File: src/rtl/fc_pkg.sv
package fc_pkg;
  // Round-robin placement of the k-th parked request across the leaves.
  function automatic int leaf_of(input int k, input int leaves);
    return k % leaves;
  endfunction

  function automatic int slot_of(input int k, input int leaves);
    return k / leaves;
  endfunction
endpackage

File: src/rtl/fc_pend_leaf.sv
module fc_pend_leaf #(
  parameter int DEPTH  = 4,
  parameter int CONT_W = 8,
  localparam int SLOT_W = $clog2(DEPTH)
) (
  input  logic              clk,
  input  logic              rst_n,
  input  logic              ins_en,
  input  logic [SLOT_W-1:0] ins_slot,
  input  logic [CONT_W-1:0] ins_cont,
  input  logic              rel_en,
  input  logic              pop,
  output logic              out_valid,
  output logic [CONT_W-1:0] out_cont
);
  logic [DEPTH-1:0]  vld_q;
  logic [CONT_W-1:0] mem_q [DEPTH];
  logic [SLOT_W-1:0] head;
  logic              any;

  // Oldest entry is the lowest occupied slot, since slots fill in ascending order.
  always_comb begin
    head = '0;
    any  = 1'b0;
    for (int i = DEPTH - 1; i >= 0; i--) begin
      if (vld_q[i]) begin
        head = SLOT_W'(i);
        any  = 1'b1;
      end
    end
  end

  assign out_valid = rel_en && any;
  assign out_cont  = mem_q[head];

  always_ff @(posedge clk) begin
    if (!rst_n) begin
      vld_q <= '0;
    end else begin
      if (ins_en) begin
        vld_q[ins_slot] <= 1'b1;
        mem_q[ins_slot] <= ins_cont;
      end
      if (out_valid && pop) vld_q[head] <= 1'b0;
    end
  end


  no_early_release_chk: assert property (@(posedge clk) disable iff (!rst_n)
    out_valid |-> rel_en);


  slot_free_chk: assert property (@(posedge clk) disable iff (!rst_n)
    ins_en |-> !vld_q[ins_slot]);


  lane_hold_chk: assert property (@(posedge clk) disable iff (!rst_n)
    (out_valid && !pop) |=> (out_valid && $stable(out_cont)));
endmodule

File: src/rtl/fc_hit_slot.sv
module fc_hit_slot #(
  parameter int CONT_W = 8
) (
  input  logic              clk,
  input  logic              rst_n,
  input  logic              load,
  input  logic [CONT_W-1:0] load_cont,
  input  logic              ready,
  output logic              valid,
  output logic [CONT_W-1:0] cont
);
  always_ff @(posedge clk) begin
    if (!rst_n) begin
      valid <= 1'b0;
      cont  <= '0;
    end else if (load) begin
      valid <= 1'b1;
      cont  <= load_cont;
    end else if (ready) begin
      valid <= 1'b0;
    end
  end


  hit_hold_chk: assert property (@(posedge clk) disable iff (!rst_n)
    (valid && !ready) |=> (valid && $stable(cont)));
endmodule

File: src/rtl/future_cell.sv
module future_cell #(
  parameter int CONT_W     = 8,
  parameter int DATA_W     = 16,
  parameter int LEAF_DEPTH = 4,
  parameter int NUM_LEAVES = 2
) (
  input  logic                             clk,
  input  logic                             rst_n,
  input  logic                             req_valid,
  output logic                             req_ready,
  input  logic [CONT_W-1:0]                req_cont,
  input  logic                             wr_valid,
  input  logic [DATA_W-1:0]                wr_data,
  output logic [NUM_LEAVES:0]              rsp_valid,
  input  logic [NUM_LEAVES:0]              rsp_ready,
  output logic [(NUM_LEAVES+1)*CONT_W-1:0] rsp_cont,
  output logic [DATA_W-1:0]                rsp_data,
  output logic                             spawn_req,
  output logic                             err_dup
);
  localparam int CAP    = LEAF_DEPTH * NUM_LEAVES;
  localparam int CNT_W  = $clog2(CAP + 1);
  localparam int SLOT_W = $clog2(LEAF_DEPTH);

  logic              avail_q, spawned_q;
  logic [DATA_W-1:0] value_q;
  logic [CNT_W-1:0]  cnt_q;
  logic              req_fire, hit_fire, miss_fire;
  int                ins_leaf;
  logic [SLOT_W-1:0] ins_slot;

  assign req_ready = avail_q ? (!rsp_valid[0] || rsp_ready[0])
                             : (!wr_valid && (cnt_q < CNT_W'(CAP)));
  assign req_fire  = req_valid && req_ready;
  assign hit_fire  = req_fire && avail_q;
  assign miss_fire = req_fire && !avail_q;
  assign rsp_data  = value_q;

  always_comb begin
    ins_leaf = fc_pkg::leaf_of(int'(cnt_q), NUM_LEAVES);
    ins_slot = SLOT_W'(fc_pkg::slot_of(int'(cnt_q), NUM_LEAVES));
  end

  always_ff @(posedge clk) begin
    if (!rst_n) begin
      avail_q   <= 1'b0;
      value_q   <= '0;
      cnt_q     <= '0;
      spawned_q <= 1'b0;
      spawn_req <= 1'b0;
      err_dup   <= 1'b0;
    end else begin
      spawn_req <= miss_fire && !spawned_q;
      if (miss_fire) begin
        cnt_q     <= cnt_q + 1'b1;
        spawned_q <= 1'b1;
      end
      if (wr_valid) begin
        if (avail_q) begin
          err_dup <= 1'b1;
        end else begin
          avail_q <= 1'b1;
          value_q <= wr_data;
          cnt_q   <= '0;
        end
      end
    end
  end

  fc_hit_slot #(.CONT_W(CONT_W)) hit_i (
    .clk      (clk),
    .rst_n    (rst_n),
    .load     (hit_fire),
    .load_cont(req_cont),
    .ready    (rsp_ready[0]),
    .valid    (rsp_valid[0]),
    .cont     (rsp_cont[CONT_W-1:0])
  );

  for (genvar g = 0; g < NUM_LEAVES; g++) begin : g_leaf
    fc_pend_leaf #(.DEPTH(LEAF_DEPTH), .CONT_W(CONT_W)) leaf_i (
      .clk      (clk),
      .rst_n    (rst_n),
      .ins_en   (miss_fire && (ins_leaf == g)),
      .ins_slot (ins_slot),
      .ins_cont (req_cont),
      .rel_en   (avail_q),
      .pop      (rsp_ready[g+1]),
      .out_valid(rsp_valid[g+1]),
      .out_cont (rsp_cont[(g+1)*CONT_W +: CONT_W])
    );
  end


  spawn_pulse_chk: assert property (@(posedge clk) disable iff (!rst_n)
    spawn_req |=> !spawn_req);


  full_block_chk: assert property (@(posedge clk) disable iff (!rst_n)
    (!avail_q && cnt_q == CNT_W'(CAP)) |-> !req_ready);


  write_first_chk: assert property (@(posedge clk) disable iff (!rst_n)
    (!avail_q && wr_valid) |-> !req_ready);


  hit_load_chk: assert property (@(posedge clk) disable iff (!rst_n)
    hit_fire |=> (rsp_valid[0] && rsp_cont[CONT_W-1:0] == $past(req_cont)));


  absent_quiet_chk: assert property (@(posedge clk) disable iff (!rst_n)
    !avail_q |-> (rsp_valid == '0));


  err_sticky_chk: assert property (@(posedge clk) disable iff (!rst_n)
    err_dup |=> err_dup);


  value_keep_chk: assert property (@(posedge clk) disable iff (!rst_n)
    (wr_valid && avail_q) |=> $stable(value_q));
endmodule

File: config.mk
export PLATFORM = sky130hd
export DESIGN_NAME = future_cell
export DESIGN_NICKNAME = d
export VERILOG_FILES = /design/src/rtl/fc_pkg.sv /design/src/rtl/fc_pend_leaf.sv /design/src/rtl/fc_hit_slot.sv /design/src/rtl/future_cell.sv
export SDC_FILE = /design/constraint.sdc
export NUM_CORES = 1
export LEC_CHECK = 0
export BUFFER_PORTS_ARGS = -buffer_cell sky130_fd_sc_hd__buf_2
export CORE_MARGIN = 3
export CORE_UTILIZATION = 55
export CTS_CLUSTER_SIZE = 40
export DETAILED_ROUTE_END_ITERATION = 8
export PLACE_DENSITY = 0.82
export SYNTH_ARGS = -nofsm -noshare
export SYNTH_HDL_FRONTEND = slang
export SYNTH_SLANG_ARGS = --single-unit
export TNS_END_PERCENT = 10
File: constraint.sdc
create_clock -name clk -period 5.1 [get_ports clk]
set_clock_uncertainty 0.2 [all_clocks]
set_input_delay 0.765 -clock clk [delete_from_list [all_inputs] [get_ports clk]]
set_output_delay 0.765 -clock clk [all_outputs]
set_load 0.02 [all_outputs]
==> metrics.txt, run 1 <==
# TYPE chip_impl_metric gauge
chip_impl_info{name="outcome",value="completed"} 1
chip_impl_metric{name="worstPathRequired",unit="ns"} 4.14
chip_impl_metric{name="clk_pin_slew",unit="ns"} 0.09
chip_impl_info{name="worst_setup_path_end_kind",value="primary output"} 1
chip_impl_metric{name="antenna_found_initial",unit=""} 0
chip_impl_metric{name="groute.usage.overall",unit=""} 0.207
chip_impl_metric{name="ant_nets",unit=""} 0
chip_impl_metric{name="setup-tns-final",unit="ns"} 0
chip_impl_metric{name="grt_first_pass_wirelength",unit="um"} 13900
chip_impl_metric{name="maximum_number_of_pins_on_one_net_before_global_route_repair",unit=""} 41
chip_impl_metric{name="via_count",unit=""} 2956
chip_impl_metric{name="mean_number_of_vias_per_cell",unit=""} 5.63
chip_impl_metric{name="cts_made_buffers",unit=""} 9
chip_impl_metric{name="clock_sink_count",unit=""} 105
chip_impl_metric{name="worst_ep_arrival_time",unit="ns"} 2.10
chip_impl_metric{name="instances_no_fill",unit=""} 525
chip_impl_metric{name="grtUsageMet1",unit=""} 0.276
chip_impl_metric{name="design.core.area",unit="um^2"} 7330
chip_impl_metric{name="synth.lib_cells_used.distinct",unit=""} 37
chip_impl_metric{name="flow.area_growth_from_synthesis",unit="%"} 13.2
chip_impl_info{name="setup_repair_after_global_routing_missed_its_margin",value="false"} 1
chip_impl_metric{name="clk_path_buf_depth",unit=""} 2
chip_impl_metric{name="final.min_clock_period",unit="ns"} 3.07
chip_impl_metric{name="rel_slew_slack",unit=""} 0.185
chip_impl_metric{name="num-fill-cells",unit=""} 554
chip_impl_metric{name="max_freq",unit="MHz"} 326
chip_impl_metric{name="syn_area_per_cell",unit="um^2"} 11.5
chip_impl_metric{name="drive_gt1_frac",unit=""} 0.223
chip_impl_metric{name="drt_iter0_drc",unit=""} 192
chip_impl_metric{name="gp_routability_congestion",unit=""} 0.806
chip_impl_metric{name="power.ir.vdd_worst",unit="mV"} 0.229
chip_impl_metric{name="place.detailed.hpwl",unit="um"} 5940
chip_impl_metric{name="p_leak",unit="nW"} 1.80
chip_impl_metric{name="cts.repair.resized",unit=""} 0
chip_impl_metric{name="placement.io_buffers",unit=""} 76
chip_impl_metric{name="tightest_slew",unit="ns"} 1.21
chip_impl_metric{name="fp.dieW",unit="um"} 93.3
chip_impl_metric{name="total_wirelength",unit="um"} 8660
chip_impl_info{name="cts-root-buf",value="sky130_fd_sc_hd__clkbuf_8"} 1
chip_impl_metric{name="hold_ws",unit="ns"} 0.254
chip_impl_metric{name="setup-violations-final",unit=""} 0
chip_impl_metric{name="slew_viol_final",unit=""} 0
chip_impl_metric{name="first_global_vias",unit=""} 2771
chip_impl_metric{name="timing.critical_path.fanout_max",unit=""} 21
chip_impl_metric{name="yosysWarnings",unit=""} 0
chip_impl_metric{name="global_route.overflow_total",unit=""} 0
chip_impl_metric{name="start_util",unit=""} 0.571
chip_impl_metric{name="cts_setup_buffers",unit=""} 0
chip_impl_metric{name="post-route-period-util",unit=""} 0.601
chip_impl_metric{name="final_hold_fails",unit=""} 0
chip_impl_metric{name="floorplan.die.height",unit="um"} 93.3
chip_impl_metric{name="post_synth_inst_count",unit=""} 364
chip_impl_metric{name="synth_seq_cells",unit=""} 105
chip_impl_metric{name="ys_seq_area_frac",unit=""} 0.655
chip_impl_metric{name="diodes_inserted",unit=""} 0
chip_impl_metric{name="timing.max_cap.violations",unit=""} 0
chip_impl_metric{name="design.die.area",unit="um^2"} 8700
chip_impl_info{name="hold_class",value="reg -> reg"} 1
chip_impl_metric{name="postCtsHoldBufs",unit=""} 0
chip_impl_info{name="timing.critical_path.from_type",value="flop"} 1
chip_impl_metric{name="worstSkewPairLatency",unit="ns"} 0.35
chip_impl_metric{name="cts_htree_levels",unit=""} 3
chip_impl_metric{name="finalPower",unit="mW"} 1.52
chip_impl_metric{name="row_count",unit=""} 31
chip_impl_metric{name="synth_area",unit="um^2"} 4190
chip_impl_metric{name="r2r_slack",unit="ns"} 2.08
chip_impl_metric{name="use_met3",unit=""} 0.0394
chip_impl_metric{name="placedCellCount",unit=""} 509
chip_impl_info{name="globalRoute.busiestLayer",value="met2"} 1
chip_impl_info{name="tritoncts_clock_tree",value="done"} 1
chip_impl_metric{name="drt_pass1_iterations",unit=""} 4
chip_impl_metric{name="syn-num-nets",unit=""} 398
chip_impl_metric{name="powerDensity",unit="nW/um^2"} 320
chip_impl_info{name="worstSetupPathType",value="reg -> out"} 1
chip_impl_metric{name="finalNetCount",unit=""} 455
chip_impl_metric{name="post-route-drc-count",unit=""} 0
chip_impl_metric{name="ioPinCount",unit=""} 77
chip_impl_metric{name="wire_per_inst",unit="um"} 16.5
chip_impl_metric{name="groute.layer.met2.usage",unit=""} 0.345
-- cells by family (layout without fill, tap and decap cells) --
group / after synthesis / after routing / share of synthesized area
AO/OA/AOI/OAI: 105 / 105 / 0.165
flip-flops: 105 / 105 / 0.655
AND/OR/NAND/NOR: 100 / 100 / 0.118
buffers and inverters: 51 / 113 / 0.0535
adder cells (fa/ha/maj): 3 / 3 / 0.00896
-- Yosys cell counts --
| cell | instances | share of area |
|---|---|---|
| sky130_fd_sc_hd__nor4b_1 | 2 | 0.0042 |
| sky130_fd_sc_hd__buf_6 | 1 | 0.0027 |
| sky130_fd_sc_hd__clkbuf_2 | 2 | 0.0024 |
| sky130_fd_sc_hd__edfxtp_1 | 64 | 0.46 |
| sky130_fd_sc_hd__o41a_1 | 2 | 0.0054 |
| sky130_fd_sc_hd__or2_2 | 2 | 0.0030 |
| sky130_fd_sc_hd__buf_4 | 4 | 0.0072 |
| sky130_fd_sc_hd__inv_1 | 21 | 0.019 |
| sky130_fd_sc_hd__or4bb_1 | 1 | 0.0027 |
| sky130_fd_sc_hd__o311ai_0 | 1 | 0.0021 |
| sky130_fd_sc_hd__nor4bb_1 | 2 | 0.0048 |
| sky130_fd_sc_hd__nor4b_4 | 1 | 0.0057 |
| sky130_fd_sc_hd__buf_2 | 6 | 0.0072 |
| sky130_fd_sc_hd__a22o_1 | 16 | 0.033 |
| sky130_fd_sc_hd__nor3_1 | 5 | 0.0060 |
| sky130_fd_sc_hd__nand3b_1 | 1 | 0.0018 |
| sky130_fd_sc_hd__a221o_1 | 14 | 0.033 |
| sky130_fd_sc_hd__dfxtp_1 | 41 | 0.20 |
| sky130_fd_sc_hd__and4b_1 | 1 | 0.0024 |
| sky130_fd_sc_hd__nand2_1 | 43 | 0.039 |
| sky130_fd_sc_hd__nand3_1 | 9 | 0.011 |
| sky130_fd_sc_hd__clkbuf_1 | 16 | 0.014 |
| sky130_fd_sc_hd__a22oi_1 | 1 | 0.0018 |
| sky130_fd_sc_hd__or3b_2 | 1 | 0.0021 |
| sky130_fd_sc_hd__buf_1 | 1 | 0.00090 |
| sky130_fd_sc_hd__ha_1 | 3 | 0.0090 |
| sky130_fd_sc_hd__o21ai_0 | 12 | 0.014 |
| sky130_fd_sc_hd__a21oi_1 | 51 | 0.061 |
| sky130_fd_sc_hd__a211oi_1 | 3 | 0.0054 |
| sky130_fd_sc_hd__and2_1 | 1 | 0.0015 |
| sky130_fd_sc_hd__nor2_1 | 20 | 0.018 |
| sky130_fd_sc_hd__nor2b_1 | 4 | 0.0060 |
| sky130_fd_sc_hd__o31ai_1 | 1 | 0.0018 |
| sky130_fd_sc_hd__nor3b_1 | 1 | 0.0018 |
| sky130_fd_sc_hd__nand2b_1 | 4 | 0.0060 |
| sky130_fd_sc_hd__a31oi_1 | 4 | 0.0060 |
| sky130_fd_sc_hd__or3_1 | 2 | 0.0030 |
-- registers in the layout, indices dropped and copies added (netlist names), 8 cells and up, named ones only --
name	flops
hit_i.cont	8
rsp_data	16
g_leaf.leaf_i.mem_q	64
g_leaf.leaf_i.vld_q	8
-- layer usage --
layer	wire length, um	up-vias	share of wire
met1	3630	1414	0.42
met4	76	0	0.0088
met2	4440	105	0.51
met3	505	6	0.058
met5	0	-	0
li1	-	1431	-
-- where the power goes --
part           leakage, nW  switching (mW)  internal (mW)
sequential           0.911          0.0116          0.913
clock               0.0893           0.269          0.226
combinational        0.798          0.0646         0.0338
-- worst paths after layout --
check                                                          start  cells past startpoint                                     end
worst min register to register             rsp_data[14]$_SDFFE_PN0P_                      2               rsp_data[14]$_SDFFE_PN0P_
worst min-delay path                       rsp_data[14]$_SDFFE_PN0P_                      2               rsp_data[14]$_SDFFE_PN0P_
worst max-delay path            g_leaf[1].leaf_i.vld_q[1]$_SDFF_PN0_                      4                            rsp_cont[22]
worst max register to register                  avail_q$_SDFFE_PN0P_                      4  g_leaf[1].leaf_i.mem_q[0][7]$_DFFE_PP_
-- final cells by class --
| type | count | area [um^2] | share of cell area |
|---|---|---|---|
| Clock buffer | 9 | 124 | 0.0261 |
| Sequential cell | 105 | 2740 | 0.579 |
| Inverter | 21 | 78.8 | 0.0166 |
| Timing Repair Buffer | 76 | 380 | 0.0802 |
| Tap cell | 99 | 124 | 0.0261 |
| Clock inverter | 7 | 70.1 | 0.0148 |
| Multi-Input combinational cell | 208 | 1220 | 0.258 |
-- cell usage in the layout, fill, tap and decap left out, drive strengths merged, types with 3 or more instances in the layout --
master    count
inv          22
a31oi         4
o21ai        12
nor3          5
clkinvlp      3
nand2        43
nor4b         3
a211oi        3
nor2         20
buf          76
dfxtp        41
a21oi        51
nand3         9
a221o        14
nor2b         4
clkbuf        9
ha            3
edfxtp       64
nand2b        4
a22o         16
-- stage by stage --
| stage | instance area [um^2] | util | setup WS [ns] |
|---|---|---|---|
| after floorplan | 4190 | - | 2.33 |
| after global placement | 4550 | 0.620 | 2.01 |
| after detailed placement | 4550 | 0.620 | 1.81 |
| after CTS | 4740 | 0.647 | 2.04 |
| after global routing | 4740 | 0.647 | 1.93 |
| final | 4740 | 0.647 | 2.03 |
-- worst max-delay path: stages, from the launching register on --
cell                      delay, ns
sky130_fd_sc_hd__dfxtp_1       0.80
sky130_fd_sc_hd__nor3_1        0.13
sky130_fd_sc_hd__or2_2         0.39
sky130_fd_sc_hd__a22o_1        0.27
sky130_fd_sc_hd__buf_2         0.16
Note: power is estimated with default switching activity, not from simulation.
==> inputs of run 2 (changes only) <==
CORE_UTILIZATION = 50   (was 55)
PLACE_DENSITY = 0.79   (was 0.82)
clock period = 2.7 ns   (was 5.1 ns; I/O delays follow)
==> run 2 against run 1 <==
Against the previous run: register-to-register slack got worse by 1.4 ns; hold slack got worse by 0.19 ns; die area rose by 9.3%; routed wire length fell by 3.2%; count of clock-buffer cells in the layout is the same; critical path type unchanged; largest power group unchanged.
==> metrics.txt, run 2 (synthesis gave the netlist of run 1 again) <==
# TYPE chip_impl_metric gauge
chip_impl_metric{name="ant_nets",unit=""} 0
chip_impl_metric{name="timing.critical_path.fanout_max",unit=""} 14
chip_impl_info{name="setup_repair_after_global_routing_missed_its_margin",value="false"} 1
chip_impl_metric{name="clock_sink_count",unit=""} 105
chip_impl_metric{name="global_route.overflow_total",unit=""} 0
chip_impl_metric{name="powerDensity",unit="nW/um^2"} 604
chip_impl_metric{name="timing.max_cap.violations",unit=""} 0
chip_impl_metric{name="flow.area_growth_from_synthesis",unit="%"} 16.1
chip_impl_metric{name="fp.dieW",unit="um"} 97.5
chip_impl_info{name="outcome",value="completed"} 1
chip_impl_metric{name="wire_per_inst",unit="um"} 15.5
chip_impl_metric{name="total_wirelength",unit="um"} 8380
chip_impl_info{name="timing.critical_path.from_type",value="flop"} 1
chip_impl_info{name="hold_class",value="in -> reg"} 1
chip_impl_metric{name="placement.io_buffers",unit=""} 76
chip_impl_metric{name="tightest_slew",unit="ns"} 0.767
chip_impl_metric{name="start_util",unit=""} 0.528
chip_impl_metric{name="max_freq",unit="MHz"} 392
chip_impl_info{name="largest_register",value="g_leaf.leaf_i.mem_q"} 1
chip_impl_metric{name="floorplan.die.height",unit="um"} 97.5
chip_impl_metric{name="design.core.area",unit="um^2"} 7930
chip_impl_metric{name="postCtsHoldBufs",unit=""} 0
chip_impl_metric{name="diodes_inserted",unit=""} 0
chip_impl_metric{name="post-route-period-util",unit=""} 0.944
chip_impl_metric{name="grt_first_pass_wirelength",unit="um"} 14200
chip_impl_metric{name="place.detailed.hpwl",unit="um"} 5960
chip_impl_metric{name="worst_ep_arrival_time",unit="ns"} 1.94
chip_impl_info{name="most-common-layout-cells",value="76 x sky130_fd_sc_hd__buf_2, 64 x sky130_fd_sc_hd__edfxtp_1, 51 x sky130_fd_sc_hd__a21oi_1"} 1
chip_impl_metric{name="via_count",unit=""} 2937
chip_impl_metric{name="row_count",unit=""} 32
chip_impl_info{name="cts-root-buf",value="sky130_fd_sc_hd__clkbuf_8"} 1
chip_impl_metric{name="cts_setup_buffers",unit=""} 0
chip_impl_metric{name="clk_path_buf_depth",unit=""} 2
chip_impl_metric{name="gp_routability_congestion",unit=""} 0.783
chip_impl_metric{name="worstPathRequired",unit="ns"} 2.10
chip_impl_metric{name="setup-tns-final",unit="ns"} 0
chip_impl_metric{name="ioPinCount",unit=""} 77
chip_impl_metric{name="power.ir.vdd_worst",unit="mV"} 0.377
chip_impl_metric{name="setup-violations-final",unit=""} 0
chip_impl_metric{name="groute.usage.overall",unit=""} 0.184
chip_impl_metric{name="worstSkewPairLatency",unit="ns"} 0.36
chip_impl_metric{name="cts.repair.resized",unit=""} 0
chip_impl_metric{name="clk_pin_slew",unit="ns"} 0.10
chip_impl_metric{name="placedCellCount",unit=""} 526
chip_impl_info{name="tritoncts_clock_tree",value="done"} 1
chip_impl_metric{name="cts_htree_levels",unit=""} 3
chip_impl_metric{name="maximum_number_of_pins_on_one_net_before_global_route_repair",unit=""} 25
chip_impl_metric{name="flip_flop_count_of_the_largest_register_after_layout",unit=""} 64
chip_impl_metric{name="drt_iter0_drc",unit=""} 220
chip_impl_metric{name="slew_viol_final",unit=""} 0
chip_impl_metric{name="p_leak",unit="nW"} 1.89
chip_impl_metric{name="post-route-drc-count",unit=""} 0
chip_impl_metric{name="design.die.area",unit="um^2"} 9510
chip_impl_metric{name="drt_pass1_iterations",unit=""} 4
chip_impl_metric{name="instances_no_fill",unit=""} 542
chip_impl_metric{name="final.min_clock_period",unit="ns"} 2.55
chip_impl_metric{name="finalNetCount",unit=""} 469
chip_impl_metric{name="drive_gt1_frac",unit=""} 0.250
chip_impl_metric{name="first_global_vias",unit=""} 2906
chip_impl_info{name="layout_commonest_cell",value="sky130_fd_sc_hd__buf_2"} 1
chip_impl_info{name="worstSetupPathType",value="reg -> out"} 1
chip_impl_info{name="worst_setup_path_end_kind",value="primary output"} 1
chip_impl_metric{name="mean_number_of_vias_per_cell",unit=""} 5.42
chip_impl_metric{name="antenna_found_initial",unit=""} 0
chip_impl_metric{name="final_hold_fails",unit=""} 0
chip_impl_metric{name="cts_made_buffers",unit=""} 9
chip_impl_metric{name="rel_slew_slack",unit=""} 0.488
==> run 2: cell types whose count changed in the layout (fill, tap and decap cells not counted) <==
cell / change
sky130_fd_sc_hd__buf_4: +14
sky130_fd_sc_hd__clkinv_1: -1
sky130_fd_sc_hd__clkinv_4: +1
sky130_fd_sc_hd__clkinvlp_4: -3
sky130_fd_sc_hd__inv_6: +2
sky130_fd_sc_hd__inv_8: +1
==> run 2: area by class of cell <==
cell class | count | area (um^2)
clock inverters | 7 | 81.3
flip-flops and latches | 105 | 2740
multi-input cells | 208 | 1220
well taps | 102 | 128
repair buffers | 90 | 485
fillers | 642 | 3070
inverters | 21 | 78.8
clock buffers | 9 | 124
==> run 2: where the power goes <==
group          internal (mW)  switching [mW]  total, mW
registers               1.72          0.0174       1.74
logic                 0.0685           0.126      0.194
clock network          0.446           0.556       1.00
total                   2.24           0.699       2.94
==> run 2: worst paths after layout <==
kind / startpoint / to / slack, ns / cells past startpoint
setup / recovery: g_leaf[0].leaf_i.vld_q[2]$_SDFF_PN0_ / rsp_cont[10] / 0.15 / 4
hold / removal: wr_data[1] / rsp_data[1]$_SDFFE_PN0P_ / 0.07 / 3
setup reg to reg: flop / g_leaf[0].leaf_i.mem_q[0][7]$_DFFE_PP_ / 0.66 / 5
hold reg to reg: spawned_q$_SDFFE_PN0N_ / spawn_req$_SDFF_PN0_ / 0.23 / 1
==> run 2: through the flow <==
| step | hold slack, ns | worst slack [ns] | total power [mW] | area (um^2) | utilization |
|---|---|---|---|---|---|
| 4_1_cts | 0.0475 | 0.147 | 2.96 | 4860 | 0.613 |
| 3_5_place_dp | 0.221 | 0.501 | 1.97 | 4660 | 0.587 |
| 6_report | 0.0687 | 0.151 | 2.94 | 4860 | 0.613 |
| 5_1_grt | 0.0591 | 0.0424 | 3.05 | 4860 | 0.613 |
| 3_3_place_gp | 0.217 | 0.537 | 1.97 | 4660 | 0.587 |
| 2_1_floorplan | 0.199 | 0.285 | 1.89 | 4190 | - |
==> run 2: critical path: stages, from the launching register on <==
cell                      delay, ns
sky130_fd_sc_hd__dfxtp_1       0.61
sky130_fd_sc_hd__nor2b_1       0.24
sky130_fd_sc_hd__a221o_1       0.35
sky130_fd_sc_hd__a22o_1        0.22
sky130_fd_sc_hd__buf_2         0.17
==> run 2: routing by layer <==
layer,part of all wire,up-vias,GRT usage
met3,0.066,14,0.0452
met1,0.44,1370,0.242
met4,0.016,0,0.0586
met5,0,-,0
li1,-,1461,-
met2,0.48,92,0.300
